--- config.mk ---
export PLATFORM = sky130hd
export DESIGN_NAME = sym_majority7
export DESIGN_NICKNAME = d
export VERILOG_FILES = /design/src/rtl/sym_maj_pkg.sv /design/src/rtl/sym_condense.sv /design/src/rtl/rest_tally.sv /design/src/rtl/vote_threshold.sv /design/src/rtl/sym_majority7.sv
export SDC_FILE = /design/constraint.sdc
export NUM_CORES = 1
export LEC_CHECK = 0
export ABC_AREA = 0
export BUFFER_PORTS_ARGS = -buffer_cell sky130_fd_sc_hd__buf_2
export CORE_AREA = 4 4 41 43
export DETAILED_ROUTE_END_ITERATION = 12
export DIE_AREA = 0 0 45 47
export PLACE_DENSITY = 0.34
export SYNTH_ARGS = -nofsm -noshare
export SYNTH_HDL_FRONTEND = slang
export SYNTH_SLANG_ARGS = --single-unit
--- constraint.sdc ---
create_clock -name vclk -period 3
set_input_delay 0.15 -clock vclk [all_inputs]
set_output_delay 0.15 -clock vclk [all_outputs]
set_load 0.01 [all_outputs]
--- src/rtl/sym_maj_pkg.sv ---
package sym_maj_pkg;
  localparam int unsigned HEAD_W = 4;
  localparam int unsigned REST_W = 3;
  localparam int unsigned VOTE_W = HEAD_W + REST_W;
  localparam int unsigned THRESH = 4;

  typedef struct packed {
    logic s4;
    logic s3;
    logic s2;
    logic s1;
  } sym_t;
endpackage

--- src/rtl/sym_condense.sv ---
module sym_condense
  import sym_maj_pkg::*;
(
  input  logic [HEAD_W-1:0] head,
  output sym_t              sym
);
  logic p1, p2, p3, p4;

  always_comb begin
    p1 = 1'b0;
    p2 = 1'b0;
    p3 = 1'b0;
    p4 = 1'b1;
    for (int i = 0; i < HEAD_W; i++) begin
      p1 = p1 ^ head[i];
      p4 = p4 & head[i];
      for (int j = i + 1; j < HEAD_W; j++) begin
        p2 = p2 ^ (head[i] & head[j]);
        for (int k = j + 1; k < HEAD_W; k++) begin
          p3 = p3 ^ (head[i] & head[j] & head[k]);
        end
      end
    end
  end

  assign sym = '{s4: p4, s3: p3, s2: p2, s1: p1};
endmodule

--- src/rtl/rest_tally.sv ---
module rest_tally
  import sym_maj_pkg::*;
(
  input  logic [REST_W-1:0] rest,
  output logic              ge1,
  output logic              ge2,
  output logic              ge3
);
  assign ge1 = |rest;
  assign ge2 = (rest[0] & rest[1]) | (rest[0] & rest[2]) | (rest[1] & rest[2]);
  assign ge3 = &rest;
endmodule

--- src/rtl/vote_threshold.sv ---
module vote_threshold
  import sym_maj_pkg::*;
(
  input  sym_t sym,
  input  logic ge1,
  input  logic ge2,
  input  logic ge3,
  output logic vote
);
  logic head_four, head_three, head_two, head_one;

  // head count recovered from the condensed signals alone
  assign head_four  = sym.s4;
  assign head_three = sym.s3;
  assign head_two   = sym.s2 & ~sym.s3;
  assign head_one   = sym.s1 & ~sym.s2;

  assign vote = head_four
              | (head_three & ge1)
              | (head_two   & ge2)
              | (head_one   & ge3);
endmodule

--- src/rtl/sym_majority7.sv ---
module sym_majority7
  import sym_maj_pkg::*;
(
  input  logic              clk,
  input  logic              in_valid,
  output logic              in_ready,
  input  logic [VOTE_W-1:0] in_votes,
  output logic              out_valid,
  input  logic              out_ready,
  output logic              out_major
);
  sym_t sym;
  logic ge1, ge2, ge3;

  sym_condense u_condense (
    .head (in_votes[HEAD_W-1:0]),
    .sym  (sym)
  );

  rest_tally u_tally (
    .rest (in_votes[VOTE_W-1:HEAD_W]),
    .ge1  (ge1),
    .ge2  (ge2),
    .ge3  (ge3)
  );

  vote_threshold u_thresh (
    .sym  (sym),
    .ge1  (ge1),
    .ge2  (ge2),
    .ge3  (ge3),
    .vote (out_major)
  );

  assign out_valid = in_valid;
  assign in_ready  = out_ready;
endmodule

==> results.cfg <==
[route]
vias = 206
post_drt_wl_per_cell_um = 10.42
first_pass_iters = 3
vias_per_cell = 4.578
route.detailed.drc = 0
drtIter0Drc = 3
drtAntennaViolNets = 0
routed_wl_um = 469

[synthesis]
synth_top_area_cell = or3_1
synthTopCellsByArea = or3_1 10%, o32ai_2 8.8%, xnor2_2 8.8%
synthCells = 24
syn_area_per_cell_um2 = 7.716
synth_fp_nets = 35
yosysSeqAreaShare_pct = 0
synth.cell_area_um2 = 185.2
synth_commonest_cells = 3 x or3_1, 2 x buf_4, 2 x nand2_1
ys.warnings.count = 0
synth_top_area_share_pct = 10.14
synth.most_common_cell = or3_1
synth_cell_types = 20

[cells_and_area]
drive_gt1_share_pct = 33.33
area_delta_synth_final_pct = 23.65
post-route-util_pct = 17.60
nets = 43
design.seq.count = 0
layout_commonest_cell = buf_2
clkbuf_count = 0
final_cell_area_um2 = 229.0
antenna_cells = 0
regArea_um2 = 0
mostFrequentLayoutCells = 8 x buf_2, 3 x or3_1, 2 x nand2_1

[global_routing]
overflow = 0
use_met1_pct = 5.856
antenna_found_initial = 0
met2_usage_pct = 6.497
grtUsageMet3_pct = 0.7663
grt.total_usage_pct = 4.094
grt_max_degree = 8
grt_first_pass_wirelength_um = 696
grt_pass1_vias = 162
top_usage_layer = met2

[place]
place_congestion = 0.7427
dpl_cell_area_um2 = 229.0
numPortBuffers = 8
pre_cts_ws_ps = 1366

[floorplan]
die_h_um = 47
dieArea_um2 = 2115
fp-row-count = 13
die_w_um = 45
ios = 13
start_util_pct = 14.23
core_area_um2 = 1301

[clock_network]
cts_setup_buffers = 0
postCtsHoldBufs = 0
post_cts_resized = 0

[worst_setup_path]
worst_setup_path_start_kind = input pin
path_class = input pin to primary output
endpoint_kind = primary output
worstPathArrival_ps = 1480
required_ps = 2850
worst-path-max-fanout = 2

[run_status]
status = finished clean

[sta]
grt_setup_unrepaired = no
tightestPinTransition_ps = 335.2
setup_viol = 0
fin_tns_setup_ps = 0
max-slew-margin-rel_pct = 77.48
period_share_pct = 54.22
hold_viol = 0
finalMaxSlewViolations = 0
fmaxAchievable_mhz = 614.7
post-route-min-period_ps = 1627
setup_ws_ps = 1373

[worst_hold_path]
hp-start = out_ready
holdCritPathClass = input pin to primary output
whs_endpoint = in_ready
holdPathStages = 0

[power_and_ir_drop]
powerDensity_nw_per_um2 = 149.5
cellLeakagePower_nw = 0.09257
ir_drop_v = 0.00003794

[flow_run]
cap_violations = 0
## per-stage QoR
stage               hold WS [ps]  cells  total power, mW
detailed placement         300.1     45          0.03447
floorplan                  391.8     24          0.02389
global placement           300.1     45          0.03338
global route               300.0     45          0.03822
finish                     300.0     45          0.03424
CTS                        300.1     45          0.03461
## critical path, cell delays in order
cell and delay [ps]:
buf_2 120, ha_1 310, nor4b_1 150, a22oi_1 190, o32ai_2 100, a311o_1 320, buf_2 140
## cells by family (layout without fill, tap and decap cells)
kind of cell / Yosys count / in the layout / share of synthesized area [%]
buffers and inverters: 3 / 9 / 10.13
and+or+nand+nor: 9 / 9 / 27.70
adders and majority gates: 2 / 2 / 12.16
AOI/OAI and AO/OA: 7 / 7 / 31.76
xor gates and xnor gates: 3 / 3 / 18.25
## worst max path at each step
stage,to,cells past startpoint,from,slack [ps]
floorplan,out_major,5,in_votes[0],1640
detailed placement,out_major,7,in_votes[0],1370
finish,out_major,7,in_votes[0],1370
global route,out_major,7,in_votes[0],1310
global placement,out_major,7,in_votes[0],1380
CTS,out_major,7,in_votes[0],1360
## final cells by class
class	instances	area, µm²
fillers	155	1072
inverters	1	3.754
multi-input cells	21	166.4
well taps	15	18.77
repair buffers	8	40.04
## report_power, final
| group | switching (mW) | internal (mW) | total (mW) |
|---|---|---|---|
| Sequential | 0 | 0 | 0 |
| Clock | 0 | 0 | 0 |
| Combinational | 0.0176 | 0.0166 | 0.0342 |
## metal layers
layer	vias to the layer above	wire length, µm	share of wire, %
li1	108	-	-
met1	90	210	45
met2	8	211	45
met3	0	47	10
met4	0	0	0
met5	-	0	0
Power figures use the tool's default switching activity.
